$ cat config.mk
export PLATFORM = sky130hd
export DESIGN_NAME = pwr_mode_ctrl
export DESIGN_NICKNAME = d
export VERILOG_FILES = /design/src/rtl/pwr_mode_pkg.sv /design/src/rtl/pwr_rst_sync.sv /design/src/rtl/pwr_cfg_regs.sv /design/src/rtl/pwr_mode_fsm.sv /design/src/rtl/pwr_gate_decode.sv /design/src/rtl/pwr_mode_ctrl.sv
export SDC_FILE = /design/constraint.sdc
export NUM_CORES = 1
export LEC_CHECK = 0
export BUFFER_PORTS_ARGS = -buffer_cell sky130_fd_sc_hd__buf_2
export CAP_MARGIN = 20
export CORE_MARGIN = 2
export CORE_UTILIZATION = 30
export DETAILED_ROUTE_END_ITERATION = 8
export MAX_ROUTING_LAYER = met4
export PLACE_DENSITY = 0.6
export SLEW_MARGIN = 10
export SYNTH_ARGS = -nofsm -noshare
export SYNTH_HDL_FRONTEND = slang
export SYNTH_SLANG_ARGS = --single-unit
$ cat constraint.sdc
create_clock -name clk -period 3.5 [get_ports clk]
set_input_delay 0.175 -clock clk [delete_from_list [all_inputs] [get_ports clk]]
set_output_delay 0.175 -clock clk [all_outputs]
set_load 0.05 [all_outputs]
$ cat src/rtl/pwr_mode_pkg.sv
package pwr_mode_pkg;
  typedef enum logic [1:0] {
    MODE_RUN  = 2'b00,
    MODE_WAIT = 2'b01,
    MODE_STOP = 2'b10
  } mode_e;

  typedef enum logic [1:0] {
    ST_RUN    = 2'd0,
    ST_WAIT   = 2'd1,
    ST_STOP   = 2'd2,
    ST_SETTLE = 2'd3
  } state_e;

  localparam logic [1:0] ADDR_CTRL = 2'd0;
  localparam logic [1:0] ADDR_PCLK = 2'd1;
  localparam logic [1:0] ADDR_WAKE = 2'd2;

  localparam int CTRL_WAIT_OK = 0;
  localparam int CTRL_STOP_OK = 1;
  localparam int CTRL_DEEP    = 2;
endpackage

$ cat src/rtl/pwr_rst_sync.sv
module pwr_rst_sync (
  input  logic clk,
  input  logic rst_n,
  output logic rst_sync_n
);
  logic meta_q;

  always_ff @(posedge clk or negedge rst_n) begin
    if (!rst_n) begin
      meta_q     <= 1'b0;
      rst_sync_n <= 1'b0;
    end else begin
      meta_q     <= 1'b1;
      rst_sync_n <= meta_q;
    end
  end
endmodule

$ cat src/rtl/pwr_cfg_regs.sv
module pwr_cfg_regs
  import pwr_mode_pkg::*;
#(
  parameter int DATA_W     = 16,
  parameter int NUM_PERIPH = 8,
  parameter int NUM_WAKE   = 4
) (
  input  logic                  clk,
  input  logic                  rst_n,
  input  logic                  wr_en,
  input  logic [1:0]            wr_addr,
  input  logic [DATA_W-1:0]     wr_data,
  output logic                  wait_allow,
  output logic                  stop_allow,
  output logic                  stop_deep,
  output logic [NUM_PERIPH-1:0] periph_on,
  output logic [NUM_WAKE-1:0]   wake_en
);
  logic [2:0]            ctrl_q, ctrl_d;
  logic [NUM_PERIPH-1:0] pclk_q, pclk_d;
  logic [NUM_WAKE-1:0]   wake_q, wake_d;
  logic                  ctrl_we, pclk_we, wake_we;
  logic                  unused_wr_bits;

  assign unused_wr_bits = ^wr_data;

  always_comb begin
    ctrl_we = wr_en && (wr_addr == ADDR_CTRL);
    pclk_we = wr_en && (wr_addr == ADDR_PCLK);
    wake_we = wr_en && (wr_addr == ADDR_WAKE);
    ctrl_d  = wr_data[2:0];
    pclk_d  = wr_data[NUM_PERIPH-1:0];
    wake_d  = wr_data[NUM_WAKE-1:0];
  end

  always_ff @(posedge clk or negedge rst_n) begin
    if (!rst_n) begin
      ctrl_q <= '0;
      pclk_q <= '1;
      wake_q <= '1;
    end else begin
      if (ctrl_we) ctrl_q <= ctrl_d;
      if (pclk_we) pclk_q <= pclk_d;
      if (wake_we) wake_q <= wake_d;
    end
  end

  assign wait_allow = ctrl_q[CTRL_WAIT_OK];
  assign stop_allow = ctrl_q[CTRL_STOP_OK];
  assign stop_deep  = ctrl_q[CTRL_DEEP];
  assign periph_on  = pclk_q;
  assign wake_en    = wake_q;
endmodule

$ cat src/rtl/pwr_mode_fsm.sv
module pwr_mode_fsm
  import pwr_mode_pkg::*;
#(
  parameter int NUM_WAKE      = 4,
  parameter int SETTLE_CYCLES = 64
) (
  input  logic                clk,
  input  logic                rst_n,
  input  logic                wait_req,
  input  logic                stop_req,
  input  logic                wait_allow,
  input  logic                stop_allow,
  input  logic                stop_deep,
  input  logic [NUM_WAKE-1:0] wake_src,
  input  logic [NUM_WAKE-1:0] wake_en,
  input  logic                pll_lock,
  output state_e              state,
  output logic                deep_active
);
  localparam int CNT_W = (SETTLE_CYCLES > 2) ? $clog2(SETTLE_CYCLES) : 1;
  localparam logic [CNT_W-1:0] CNT_LAST = CNT_W'(SETTLE_CYCLES - 1);

  state_e           st_q, st_d;
  logic             deep_q, deep_d;
  logic [CNT_W-1:0] cnt_q, cnt_d;
  logic             cnt_en, wake_hit;

  assign wake_hit = |(wake_src & wake_en);

  always_comb begin
    st_d   = st_q;
    deep_d = deep_q;
    cnt_d  = cnt_q;
    cnt_en = 1'b0;
    unique case (st_q)
      ST_RUN: begin
        if (stop_req && stop_allow) begin
          st_d   = ST_STOP;
          deep_d = stop_deep;
        end else if (wait_req && wait_allow) begin
          st_d = ST_WAIT;
        end
      end
      ST_WAIT: if (wake_hit) st_d = ST_RUN;
      ST_STOP: begin
        if (wake_hit) begin
          if (deep_q) begin
            st_d   = ST_SETTLE;
            cnt_d  = '0;
            cnt_en = 1'b1;
          end else begin
            st_d = ST_RUN;
          end
        end
      end
      ST_SETTLE: begin
        if (pll_lock || (cnt_q == CNT_LAST)) begin
          st_d   = ST_RUN;
          deep_d = 1'b0;
        end else begin
          cnt_d  = cnt_q + 1'b1;
          cnt_en = 1'b1;
        end
      end
      default: st_d = ST_RUN;
    endcase
  end

  always_ff @(posedge clk or negedge rst_n) begin
    if (!rst_n) begin
      st_q   <= ST_RUN;
      deep_q <= 1'b0;
      cnt_q  <= '0;
    end else begin
      st_q   <= st_d;
      deep_q <= deep_d;
      if (cnt_en) cnt_q <= cnt_d;
    end
  end

  assign state       = st_q;
  assign deep_active = deep_q;
endmodule

$ cat src/rtl/pwr_gate_decode.sv
module pwr_gate_decode
  import pwr_mode_pkg::*;
#(
  parameter int NUM_PERIPH = 8
) (
  input  state_e                state,
  input  logic                  deep_active,
  input  logic [NUM_PERIPH-1:0] periph_on,
  output logic [1:0]            mode_status,
  output logic                  core_clk_en,
  output logic                  sys_clk_en,
  output logic [NUM_PERIPH-1:0] periph_clk_en,
  output logic                  pll_en,
  output logic                  osc_en
);
  always_comb begin
    mode_status   = MODE_RUN;
    core_clk_en   = 1'b1;
    sys_clk_en    = 1'b1;
    periph_clk_en = periph_on;
    pll_en        = 1'b1;
    osc_en        = 1'b1;
    unique case (state)
      ST_RUN: ;
      ST_WAIT: begin
        mode_status = MODE_WAIT;
        core_clk_en = 1'b0;
        sys_clk_en  = 1'b0;
      end
      ST_STOP: begin
        mode_status   = MODE_STOP;
        core_clk_en   = 1'b0;
        sys_clk_en    = 1'b0;
        periph_clk_en = '0;
        pll_en        = !deep_active;
        osc_en        = !deep_active;
      end
      ST_SETTLE: begin
        mode_status   = MODE_STOP;
        core_clk_en   = 1'b0;
        sys_clk_en    = 1'b0;
        periph_clk_en = '0;
      end
      default: ;
    endcase
  end
endmodule

$ cat src/rtl/pwr_mode_ctrl.sv
module pwr_mode_ctrl
  import pwr_mode_pkg::*;
#(
  parameter int DATA_W        = 16,
  parameter int NUM_PERIPH    = 8,
  parameter int NUM_WAKE      = 4,
  parameter int SETTLE_CYCLES = 64
) (
  input  logic                  clk,
  input  logic                  rst_n,
  input  logic                  wr_en,
  input  logic [1:0]            wr_addr,
  input  logic [DATA_W-1:0]     wr_data,
  input  logic                  wait_req,
  input  logic                  stop_req,
  input  logic [NUM_WAKE-1:0]   wake_src,
  input  logic                  pll_lock,
  output logic [1:0]            mode_status,
  output logic                  core_clk_en,
  output logic                  sys_clk_en,
  output logic [NUM_PERIPH-1:0] periph_clk_en,
  output logic                  pll_en,
  output logic                  osc_en
);
  logic                  rst_sync_n;
  logic                  wait_allow, stop_allow, stop_deep, deep_active;
  logic [NUM_PERIPH-1:0] periph_on;
  logic [NUM_WAKE-1:0]   wake_en;
  state_e                state;
  logic                  in_settle;

  pwr_rst_sync u_rst (
    .clk        (clk),
    .rst_n      (rst_n),
    .rst_sync_n (rst_sync_n)
  );

  pwr_cfg_regs #(
    .DATA_W     (DATA_W),
    .NUM_PERIPH (NUM_PERIPH),
    .NUM_WAKE   (NUM_WAKE)
  ) u_regs (
    .clk        (clk),
    .rst_n      (rst_sync_n),
    .wr_en      (wr_en),
    .wr_addr    (wr_addr),
    .wr_data    (wr_data),
    .wait_allow (wait_allow),
    .stop_allow (stop_allow),
    .stop_deep  (stop_deep),
    .periph_on  (periph_on),
    .wake_en    (wake_en)
  );

  pwr_mode_fsm #(
    .NUM_WAKE      (NUM_WAKE),
    .SETTLE_CYCLES (SETTLE_CYCLES)
  ) u_fsm (
    .clk         (clk),
    .rst_n       (rst_sync_n),
    .wait_req    (wait_req),
    .stop_req    (stop_req),
    .wait_allow  (wait_allow),
    .stop_allow  (stop_allow),
    .stop_deep   (stop_deep),
    .wake_src    (wake_src),
    .wake_en     (wake_en),
    .pll_lock    (pll_lock),
    .state       (state),
    .deep_active (deep_active)
  );

  assign in_settle = (state == ST_SETTLE);

  pwr_gate_decode #(
    .NUM_PERIPH (NUM_PERIPH)
  ) u_dec (
    .state         (state),
    .deep_active   (deep_active),
    .periph_on     (periph_on),
    .mode_status   (mode_status),
    .core_clk_en   (core_clk_en),
    .sys_clk_en    (sys_clk_en),
    .periph_clk_en (periph_clk_en),
    .pll_en        (pll_en),
    .osc_en        (osc_en)
  );
endmodule

## Word-level counts from Yosys, hierarchy flattened

Cells that the tools add are included.

- Add/subtract/negate cells: 1
- $mul: 0
- Div/mod/pow operators: 0
- Magnitude comparators: 0
- Equality and inequality tests: 13
- Shift operators: 0
- Mux-type cells: 22
- Bitwise gates (word level): 1
- Reductions and logical operators: 17

Operators by type and width:

| cell | count |
|---|---|
| two-way mux 6 bit | 3 |
| two-way mux 2 bit | 6 |
| one-hot mux 6 bit (2 select lines) | 1 |
| two-way mux 8 bit | 1 |
| inequality test 2 bit, second input constant | 4 |
| one-hot mux 2 bit (4 select lines) | 1 |
| two-way mux 1 bit | 7 |
| adder 6 x 1 -> 6 bit, second input constant | 1 |
| equality test 2 bit, second input constant | 3 |
| equality test 6 bit, second input constant | 1 |
| logical AND 1 bit | 5 |
| AND reduction 5 bit | 1 |
| bitwise AND 4 bit | 1 |
| equality test 2 x 1 -> 1 bit, second input constant | 2 |
| logical NOT 2 bit | 2 |
| inequality test 2 x 1 -> 1 bit, second input constant | 2 |
| one-hot mux 1 bit (2 select lines) | 2 |
| one-hot mux 2 bit (2 select lines) | 1 |
| AND reduction 4 bit | 1 |
| nonzero test 2 bit | 2 |
| OR reduction 4 bit | 1 |
| inequality test 3 x 1 -> 1 bit, second input constant | 1 |
| AND reduction 3 bit | 1 |
| OR reduction 3 bit | 1 |
| 3 further kinds | 3 |

- Flip-flop bits (word level): 26
- Bits in latches: 0
- RAM bits: 0
- Memory bits (read-only): 0
- Bits of input ports: 28
- Output and inout bits: 14
- Logic and storage cells: 62
- Memories kept: 0

## Depth between registers and ports, before layout

Gate-level depths: netlist (run 1).

- Word-level depth: 5
- Depth in mapped cells: 6
- Gate-level depth less buffers: 6

## Modules after synthesis

From an unflattened synthesis (run 1), not the netlist that was laid out.

- Cell total of the unflattened synthesis: 109
- Area total of the unflattened synthesis: 1326.3 um2

Modules (own cells, without submodules):

| module | times used | cells each | area an instance (um2) | sequential area each (um2) |
|---|---|---|---|---|
| pwr_cfg_regs | 1 | 33 | 605.6 | 390.4 |
| pwr_mode_fsm | 1 | 58 | 544.3 | 225.2 |
| pwr_gate_decode | 1 | 15 | 122.6 | 0.0 |
| pwr_rst_sync | 1 | 3 | 53.8 | 50.0 |

## Worst setup path after synthesis (run 1)

Ideal clock, no wire load.

- Path kind: reg-to-output
- Start: register u_fsm.st_q[0] (netlist: u_fsm.state[0])
- End: output mode_status[1]
- Arrival: 1.625 ns
- Required time: 3.325 ns
- Slack: 1.700 ns
- Stages on the path, launching flop included: 4
- Buffers on the path: 0
- Cells stage by stage: dfrtp_1 inv_1 ha_1 nor2_1

- Word-level cells in the longest chain between the ends: 3
- Elaborated cells on any way between the ends: 5
- Those cells by class: eq/ne: 3; mux: 1; reduce/logical: 1

Ends and longest elaborated chain:

| element | line | source |
|---|---|---|
| start: declaration | pwr_mode_fsm.sv:23 | `state_e st_q, st_d;` |
| start signal: assignment | pwr_mode_fsm.sv:75 | `st_q <= st_d;` |
| equality test 2 bit | pwr_gate_decode.sv:23 | `unique case (state)` |
| OR reduction 2 bit (no line) | n/a |  |
| one-hot mux 2 bit (2 select lines) (*) | pwr_gate_decode.sv:23 |  |
| end: declaration | pwr_mode_ctrl.sv:18 | `output logic [1:0] mode_status,` |

Mark *: on every way between the ends. The rest lies on a longest branch, timed or not.

## Final worst setup path (run 1)

- Start: register u_fsm.st_q[0] (netlist: u_fsm.state[0])
- End: output periph_clk_en[7]

- Word-level cells in the longest chain between the ends: 3
- Elaborated cells on any way between the ends: 4
- Those cells by class: eq/ne: 2; mux: 1; reduce/logical: 1

Ends and longest elaborated chain:

| element | line | source |
|---|---|---|
| equality test 2 bit | pwr_gate_decode.sv:23 |  |
| OR reduction 2 bit (no line) (*) | n/a |  |
| two-way mux 8 bit (*) | pwr_gate_decode.sv:23 |  |
| end: declaration | pwr_mode_ctrl.sv:21 | `output logic [NUM_PERIPH-1:0] periph_clk_en,` |

Marked as above.

==> out/metrics.csv, run 1 <==
stage;metric;value;unit
setup_path;cp.arrival;2.05;ns
layout;layout_common_cells;buf_2, mux2_2, dfrtp_1;
job;drv_cap;0;
setup_path;required;3.32;ns
yosys;syn_nets;156;
setup_path;start_kind;register;
layout;area_delta_synth_final;20.6;%
hold_path;hp-class;in -> reg;
clocking;clock-sinks;26;
yosys;synth_area_leaders;dfrtp_1, dfstp_2, mux2_2, ha_1, and2_1;
detailed_routing;drt_first_pass_iters;4;
clocking;post-cts-setup-buffers;0;
sta;timing.fmax;0.450;GHz
yosys;synth_top_family_by_area;simple AND/OR/NAND/NOR gates;
sta;max_slew_margin;35.3;%
sta;final_max_slew_viol_count;0;
pwr;power.density;737;nW/um^2
yosys;synth_seq_cells;26;
yosys;synth_top_area_share;25.3;%
sta;setup_viol;0;
layout;nets;192;
clocking;h-tree-depth;1;
floorplan;core_area;4380;um^2
setup_path;crit_fanout;9;
pwr;p_leak;0.746;nW
layout;final_common_cell;buf_2;
floorplan;dieArea;5170;um^2
yosys;syn_inst;121;
sta;finClkSkew;0.00547;ns
setup_path;endpoint_kind;primary output;
clocking;cts_hold_buf;1;
layout;final_util;38.0;%
grt;grt_max_degree;25;
layout;drive_above_1_share;44.2;%
yosys;synth_largest_area_cell;dfrtp_1;
floorplan;die_w;71.9;um
grt;grt_pass1_wl;4920;um
place;gp_congestion;0.763;
clocking;cts_tree;done;
detailed_routing;drt_iter0_drc;26;
floorplan;die_y;71.9;um
floorplan;num_rows;24;
floorplan;initial_utilization;31.5;%
outcome;status;finished clean;
grt;antenna_found_initial;0;
yosys;synth_compound_area_share;13.0;%
clocking;clockBufferDepth;2;
pwr;vdd_drop_max;0.355;mV
place;port_buffers;33;
clocking;cts_resized;0;
detailed_routing;wl_per_cell;13.3;um
grt;grt_use_total;12.4;%
detailed_routing;routed_via_density;5.00;
detailed_routing;routed_wl;2770;um
yosys;syn_area;1380;um^2
floorplan;num_io_pins;42;
yosys;seq_area_frac_synth;48.1;%
setup_path;crit_type;reg -> out;
yosys;syn_area_per_cell;11.4;um^2
yosys;synthXorXnorAreaFrac;0;%
layout;antenna_cells;0;
yosys;yosys.area_share.simple;15.7;%
sta;worstMarginPinSlew;0.971;ns
detailed_routing;ant_nets;0;
grt;grt_pass1_vias;1119;
detailed_routing;drc;0;
place;dpl.hpwl;2150;um
yosys;yosys_warnings;0;
clocking;cts_inserted_buffers;3;
yosys;yosysUniqueCellTypes;34;
clocking;root_buffer;clkbuf_8;
sta;timing.final.crit_share;63.5;%
sta;rsz0062_at_grt;false;
sta;fin_tns_setup;0;ns
layout;fillerInstances;451;
clocking;clk_pin_slew;0.09;ns
clocking;clock_latency;0.27;ns
sta;hold_viol;0;
grt;grt.overflow.total;0;
sta;min_period;2.22;ns
detailed_routing;via_count;1041;
yosys;muxShareOfSynthArea;13.8;%
yosys;yosys.area_share.adder;6.33;%
worst paths after layout:
| kind | startpoint | to | slack, ns | depth (start not counted) |
|---|---|---|---|---|
| setup reg to reg | u_fsm.state[0] | u_fsm.cnt_q[2] | 1.57 | 6 |
| max in group asynchronous | u_rst.rst_sync_n | u_regs.ctrl_q[1] | 2.50 | 0 |
| min in group asynchronous | rst_n | u_rst.rst_sync_n | 0.20 | 2 |
| setup / recovery | u_fsm.state[0] | periph_clk_en[7] | 1.28 | 5 |
| hold reg to reg | u_rst.meta_q | u_rst.rst_sync_n | 0.36 | 0 |
| hold / removal | wr_data[7] | u_regs.periph_on[7] | 0.13 | 2 |
cell families after synthesis:
family,Yosys count
AO/OA/AOI/OAI,24
flip-flops,26
AND/OR/NAND/NOR,40
other,1
buffers and inverters,6
adder cells (fa/ha/maj),7
multiplexers,17
stage by stage:
step	cells	cell area [um^2]	hold slack (ns)	power (W)	worst slack, ns
after floorplan	121	1380	-0.121	0.000883	1.70
after global placement	203	1590	-0.0388	0.000972	1.63
after detailed placement	203	1590	-0.0364	0.000989	1.58
after CTS	208	1670	0.130	0.00124	1.27
after global routing	208	1670	0.135	0.00131	1.14
final	208	1670	0.133	0.00123	1.28
synth_stat cells (all sizes together):
cell type and n:
nor2 4, and2 9, nand3b 2, or2 2, a211o 2, a21oi 1
nor2b 1, o21ai 6, nor3b 2, a21bo 1, dfstp 12, conb 1
nand2b 2, o211a 1, and3 1, a22oi 2, mux2 16, a32o 1
buf 3, a31oi 1, inv 3, ha 7, dfrtp 14, mux2i 1
o31ai 6, a2111oi 1, o2111ai 1, nand2 9, o211ai 1, nand3 6
or2b 2
power breakdown:
part | leakage [nW] | switching, W | total (W) | internal [W]
sequential | 0.305 | 0.0000636 | 0.000454 | 0.000390
combinational | 0.405 | 0.000351 | 0.000528 | 0.000177
clock | 0.0357 | 0.0000952 | 0.000248 | 0.000153
total | 0.746 | 0.000509 | 0.00123 | 0.000720
flip-flops by register name (all words and copies together) (netlist names):
name	flops
u_fsm.cnt_q	6
u_fsm.deep_active	1
u_fsm.state	2
u_regs.ctrl_q	3
u_regs.periph_on	8
u_regs.wake_en	4
u_rst.meta_q	1
u_rst.rst_sync_n	1
metal layers:
layer | part of all wire (%) | vias to the layer above | wire [um] | track usage [%]
li1 | - | 500 | - | -
met1 | 44 | 507 | 1220 | 14.6
met2 | 50 | 29 | 1380 | 21.3
met3 | 4.8 | 5 | 132 | 2.39
met4 | 1.4 | 0 | 38 | 3.77
met5 | 0 | - | 0 | -
worst max-delay path, cell delays in order, from the launching register on:
cell and delay, ns:
dfrtp_1 0.41, inv_1 0.11, ha_1 0.30, nor2_1 0.48, and2_1 0.22, buf_2 0.26
area by class of cell:
class	count	area, um^2	area share (%)
sequential	26	666	39.9
timing repair buffer	34	175	10.5
clock buffer	3	41.3	2.48
inverter	3	11.3	0.675
multi-input combinational	89	679	40.7
tap	52	65.1	3.90
clock inverter	1	30.0	1.80
No activity file was read; power rests on OpenSTA's default activity.
==> run 2, diff against run 1 <==
clock period = 2.2 ns   (was 3.5 ns; I/O delays follow)
==> run 2 against run 1 <==
  * Clock power rose by 22%
  * Die area did not move
  * Sequential share of layout area barely moved
  * Register-to-register slack got worse by 1.3 ns
  * Flip-flop and latch count did not move
  * Via count rose by 0.67%
  * Highest routed layer unchanged
==> out/metrics.csv, run 2 (synthesis gave the netlist of run 1 again) <==
stage;metric;value;unit
layout;area_delta_synth_final;20.5;%
grt;grt_max_degree;20;
grt;grt_use_total;11.3;%
sta;final_max_slew_viol_count;0;
floorplan;num_rows;24;
clocking;post-cts-setup-buffers;0;
job;drv_cap;0;
sta;whs;0.0701;ns
sta;finClkSkew;0.00348;ns
sta;rsz0062_at_grt;false;
setup_path;start_kind;register;
clocking;clock_latency;0.27;ns
pwr;clockPowerShare;16.2;%
setup_path;crit_fanout;8;
grt;grt.overflow.total;0;
sta;fin_tns_setup;0;ns
setup_path;required;2.35;ns
grt;antenna_found_initial;0;
sta;setup_viol;0;
pwr;pwr-share-comb;45.1;%
place;placed_cells;205;
setup_path;worstRegToRegCells;6;
sta;timing.fmax;0.528;GHz
clocking;clock-sinks;26;
detailed_routing;routed_via_density;4.99;
detailed_routing;routed_wl;2680;um
setup_path;endpoint_kind;register;
grt;grt_pass1_wl;4530;um
pwr;switchingPower;0.000798;W
setup_path;r2r-start;u_fsm.state[0];
layout;antenna_cells;0;
clocking;cts_tree;done;
outcome;status;finished clean;
hold_path;hp-class;in -> reg;
layout;nets;194;
place;port_buffers;33;
setup_path;r2r_end;u_fsm.cnt_q[2];
clocking;h-tree-depth;1;
layout;drive_above_1_share;44.9;%
pwr;power.density;1120;nW/um^2
setup_path;r2r_slack;0.31;ns
sta;hold_viol;0;
detailed_routing;wl_per_cell;12.7;um
pwr;switching_share;42.7;%
sta;timing.final.crit_share;86.1;%
detailed_routing;drt_iter0_drc;20;
floorplan;initial_utilization;31.5;%
layout;finalNonFillerCells;210;
floorplan;dieArea;5170;um^2
floorplan;num_io_pins;42;
pwr;internal-power;0.00107;W
sta;worstMarginPinSlew;0.765;ns
sta;max_slew_margin;49.0;%
detailed_routing;drc;0;
setup_path;cp.arrival;2.05;ns
floorplan;die_y;71.9;um
pwr;seqPwrFrac;38.7;%
floorplan;core_area;4380;um^2
sta;min_period;1.89;ns
setup_path;crit_type;reg -> reg;
layout;fillerInstances;451;
setup_path;startpoint;u_fsm.state[0];
grt;grt_pass1_vias;1087;
clocking;clockBufferDepth;2;
place;gp_congestion;0.777;
clocking;clk_pin_slew;0.09;ns
clocking;cts_inserted_buffers;3;
pwr;vdd_drop_max;0.495;mV
detailed_routing;via_count;1048;
place;dpl.hpwl;2130;um
clocking;root_buffer;clkbuf_8;
layout;regArea;666;um^2
setup_path;critical-path-max-stage-delay;0.41;ns
floorplan;die_w;71.9;um
setup_path;crit_chain;inv_1 > ha_1 > or2b_1 > o2111ai_2 > or2_1 > a211o_1;
detailed_routing;drt_first_pass_iters;4;
detailed_routing;ant_nets;0;
layout;largest_reg_flops;8;
setup_path;cpMaxStageDelayCell;dfrtp_1;
layout;layout_common_cells;buf_2, mux2_2, dfrtp_1;
pwr;p_leak;0.748;nW
hold_path;worstHoldStart;wr_data[7];
layout;multi_input_area;679;um^2
setup_path;endpoint;u_fsm.cnt_q[2];
layout;final_common_cell;buf_2;
-- run 2: cell types whose count changed in the layout (fill, tap and decap cells not counted) --
cell       delta
bufinv_16     -1
clkbuf_8      +1
buf_4         +2
-- run 2: worst min-delay path by stage --
stage / to / cells after the start
CTS: u_regs.periph_on[7] / 2
finish: u_regs.periph_on[7] / 2
global route: u_regs.periph_on[7] / 2
detailed placement: u_rst.rst_sync_n / 1
global placement: u_rst.meta_q / 1
floorplan: u_rst.meta_q / 0
-- run 2: worst max-delay path: cells and delay by family (launching register included) --
kind	cells	cell delay (ns)
fa+ha+maj	1	0.29
simple gates	2	0.48
flops	1	0.41
compound gates	2	0.50
buf+inv	1	0.11
-- run 2: timing repair --
action                    4_1_cts  5_1_grt
gates resized for setup         0        0
hold endpoints to repair        2        0
hold buffers                    1        0
-- run 2: power groups by stage --
stage          sequential, W  clock (W)  combinational, W
6_report            0.000723   0.000303          0.000841
5_1_grt             0.000745   0.000332          0.000910
4_1_cts             0.000723   0.000309          0.000850
3_5_place_dp        0.000732          0          0.000847
3_3_place_gp        0.000723          0          0.000837
2_1_floorplan       0.000702          0          0.000703
-- run 2: area by class of cell --
class	count	area share, %
clock buffer	4	3.30
timing repair buffer	36	11.4
multi-input combinational	89	40.8
inverter	3	0.676
tap	52	3.90
sequential	26	39.9
-- run 2: per-layer routing --
| metal | up-vias | global-route usage [%] | wire length [um] |
|---|---|---|---|
| met5 | - | - | 0 |
| met4 | 0 | 3.56 | 14 |
| met3 | 2 | 2.25 | 108 |
| met2 | 32 | 19.2 | 1300 |
| met1 | 508 | 13.3 | 1260 |
| li1 | 506 | - | - |
-- run 2: stage by stage --
stage	worst slack (ns)	power [W]	util (%)	area, um^2
2_1_floorplan	0.465	0.00140	-	1380
4_1_cts	0.297	0.00188	38.0	1670
6_report	0.306	0.00187	38.0	1670
3_5_place_dp	0.314	0.00158	36.5	1600
5_1_grt	0.166	0.00199	38.0	1670
3_3_place_gp	0.341	0.00156	36.5	1600
==> run 3, diff against run 2 <==
--- a/config.mk
+++ b/config.mk
@@ -13,3 +13,3 @@
 export MAX_ROUTING_LAYER = met4
-export PLACE_DENSITY = 0.6
+export PLACE_DENSITY = 0.61
 export SLEW_MARGIN = 10
@@ -17,2 +17,3 @@
 export SYNTH_HDL_FRONTEND = slang
+export SYNTH_HIERARCHICAL = 1
 export SYNTH_SLANG_ARGS = --single-unit
--- a/constraint.sdc
+++ b/constraint.sdc
@@ -3,2 +3,2 @@
 set_output_delay 0.11 -clock clk [all_outputs]
-set_load 0.05 [all_outputs]
+set_load 0.005 [all_outputs]
==> run 3 against run 2 <==
  * Core utilization down 0.57 points
  * Maximum frequency increased by 13%
  * Area after synthesis down 4.1%
  * Register-to-register slack improved by 0.21 ns
  * Clock-buffer cell count is 1 lower
==> out/metrics.csv, run 3 <==
stage;metric;value;unit
sta;hold_viol;0;
place;placed_cells;190;
layout;area_delta_synth_final;21.2;%
setup_path;critPathBufInv;0;
floorplan;initial_utilization;30.9;%
pwr;fin_total_pwr;0.00157;W
yosys;synth_top_area_share;26.4;%
floorplan;core_area;4290;um^2
grt;grt_pass1_wl;4510;um
grt;grtUsageMet1;14.5;%
sta;finClkSkew;0.00994;ns
place;gp_congestion;0.908;
clocking;root_buffer;clkbuf_8;
yosys;synth_seq_cells;26;
layout;nets;173;
clocking;h-tree-depth;1;
grt;grt_pass1_vias;991;
setup_path;critical-path-max-stage-delay;0.56;ns
yosys;syn_nets;138;
floorplan;dieArea;4970;um^2
floorplan;num_io_pins;42;
clocking;cts_inserted_buffers;3;
detailed_routing;drt_first_pass_iters;4;
sta;rsz0062_at_grt;false;
layout;drive_above_1_share;57.3;%
floorplan;die_w;70.5;um
setup_path;cpMaxStageDelayCell;dfrtp_1;
yosys;syn_area_per_cell;12.2;um^2
yosys;synth_area_leaders;dfrtp_1, dfstp_2, mux2_2, nor2b_2, buf_4;
sta;setup_viol;0;
yosys;syn_area;1330;um^2
setup_path;cp.arrival;1.89;ns
clocking;cts_resized;0;
setup_path;crit_fanout;11;
setup_path;endpoint_kind;register;
grt;met3_usage;2.89;%
floorplan;num_rows;24;
yosys;synth_largest_area_cell;dfrtp_1;
layout;finalNonFillerCells;195;
layout;antenna_cells;0;
pwr;power.density;978;nW/um^2
yosys;syn_inst;109;
sta;timing.final.crit_share;76.3;%
detailed_routing;routed_via_density;4.89;
place;port_buffers;33;
grt;top_usage_layer;met2;
sta;timing.fmax;0.595;GHz
clocking;clock_latency;0.28;ns
grt;grt_use_total;12.0;%
hold_path;hp-class;in -> reg;
sta;fin_tns_setup;0;ns
clocking;clk_pin_slew;0.09;ns
place;dpl.hpwl;2070;um
clocking;cts_tree;done;
layout;final_common_cell;buf_2;
yosys;synthArstFlopShare;100;%
setup_path;required;2.41;ns
setup_path;crit_type;reg -> reg;
yosys;seq_area_frac_synth;50.2;%
layout;layout_common_cells;buf_2, mux2_2, dfrtp_1;
detailed_routing;wl_per_cell;13.4;um
setup_path;start_kind;register;
yosys;synth_common_cells;mux2_2, dfrtp_1, dfstp_2;
pwr;p_leak;0.722;nW
grt;grt_max_degree;16;
floorplan;die_y;70.5;um
layout;finish.instance_area;1610;um^2
clocking;clockBufferDepth;2;
grt;grt.overflow.total;0;
setup_path;crit_chain;and3b_4 > o21ai_4 > or4_1 > a21oi_1;
sta;whs;0.0607;ns
detailed_routing;via_count;954;
yosys;yosysMostFrequentCell;mux2_2;
detailed_routing;routed_wl;2620;um
clocking;clock-sinks;26;
place;placed_area;1530;um^2
yosys;yosysUniqueCellTypes;38;
sta;final_max_slew_viol_count;0;
detailed_routing;drt_iter0_drc;41;
yosys;synth_ff_type;dfrtp_1;
detailed_routing;drc;0;
job;drv_cap;0;
setup_path;path_delay_family;simple AND/OR/NAND/NOR gates;
layout;largest_reg_flops;8;
pwr;vdd_drop_max;0.464;mV
grt;met2_usage;18.9;%
outcome;status;finished clean;
detailed_routing;ant_nets;0;
yosys;yosys_warnings;6;
yosys;synth_edf_count;0;
sta;min_period;1.68;ns
grt;antenna_found_initial;0;
-- run 3: cell types whose count changed in the layout (fill, tap and decap cells not counted), sizes merged, moves of 2 or more --
cell,delta
o31ai,-3
nor2b,+7
and2,-8
nor3,+2
nand3,-2
or2,-2
ha,-6
nand2b,-2
or4,+2
inv,-2
or2b,-2
a21oi,+4
-- run 3: layout make-up --
cell class / count / area, um^2
multi-input cells: 76 / 612
repair buffers: 36 / 190
flip-flops and latches: 26 / 666
well taps: 52 / 65.1
fillers: 428 / 2690
clock buffers: 3 / 41.3
inverters: 1 / 3.75
clock inverters: 1 / 30.0
-- run 3: report_power, final --
group          switching [W]  leakage (nW)  total (W)  internal, W
clock network       0.000152        0.0357   0.000395     0.000244
registers           0.000114         0.305   0.000719     0.000605
logic               0.000210         0.382   0.000458     0.000248
-- run 3: cells by family (layout without fill, tap and decap cells) --
kind of cell | Yosys count | after routing | synth area share (%)
AO/OA/AOI/OAI | 21 | 21 | 11.1
XOR/XNOR | 1 | 1 | 0.660
adder cells (fa/ha/maj) | 1 | 1 | 0.943
buffers and inverters | 7 | 41 | 3.68
flip-flops | 26 | 26 | 50.2
multiplexers | 16 | 16 | 13.5
other | 1 | 1 | 0.283
AND/OR/NAND/NOR | 36 | 36 | 19.6
-- run 3: what timing repair did --
action / in CTS / in global routing
setup buffers: 0 / 0
hold buffers: 1 / 0
endpoints found under the hold margin: 2 / 0
-- run 3: layer usage --
metal	vias up	wire length, um
li1	457	-
met1	466	1160
met2	27	1290
met3	4	127
met4	0	39
met5	-	0
-- run 3: path summary, 6_finish.rpt --
| check | from | endpoint | slack, ns | cells past startpoint |
|---|---|---|---|---|
| min | wr_data[6] | u_regs/periph_on[6] | 0.06 | 2 |
| max in group asynchronous | u_rst/rst_sync_n | u_regs/wake_en[1] | 1.40 | 1 |
| min in group asynchronous | rst_n | u_rst/rst_sync_n | 0.14 | 2 |
| min reg2reg | u_rst/rst_sync_n | u_fsm/cnt_q[4] | 0.17 | 0 |
| max | u_fsm/state[1] | u_fsm/cnt_q[5] | 0.52 | 4 |
| max reg2reg | u_fsm/state[1] | u_fsm/cnt_q[5] | 0.52 | 4 |
-- run 3: worst register-to-register path, delay by kind of cell, from the launching register on --
family / cells / cell delay (ns)
compound gates: 2 / 0.25
simple gates: 2 / 0.81
flops: 1 / 0.56
-- run 3: per-stage QoR --
step / util [%] / worst slack (ns)
floorplan: - / 0.671
global placement: 35.5 / 0.602
detailed placement: 35.5 / 0.546
CTS: 37.4 / 0.530
global route: 37.4 / 0.427
finish: 37.4 / 0.520
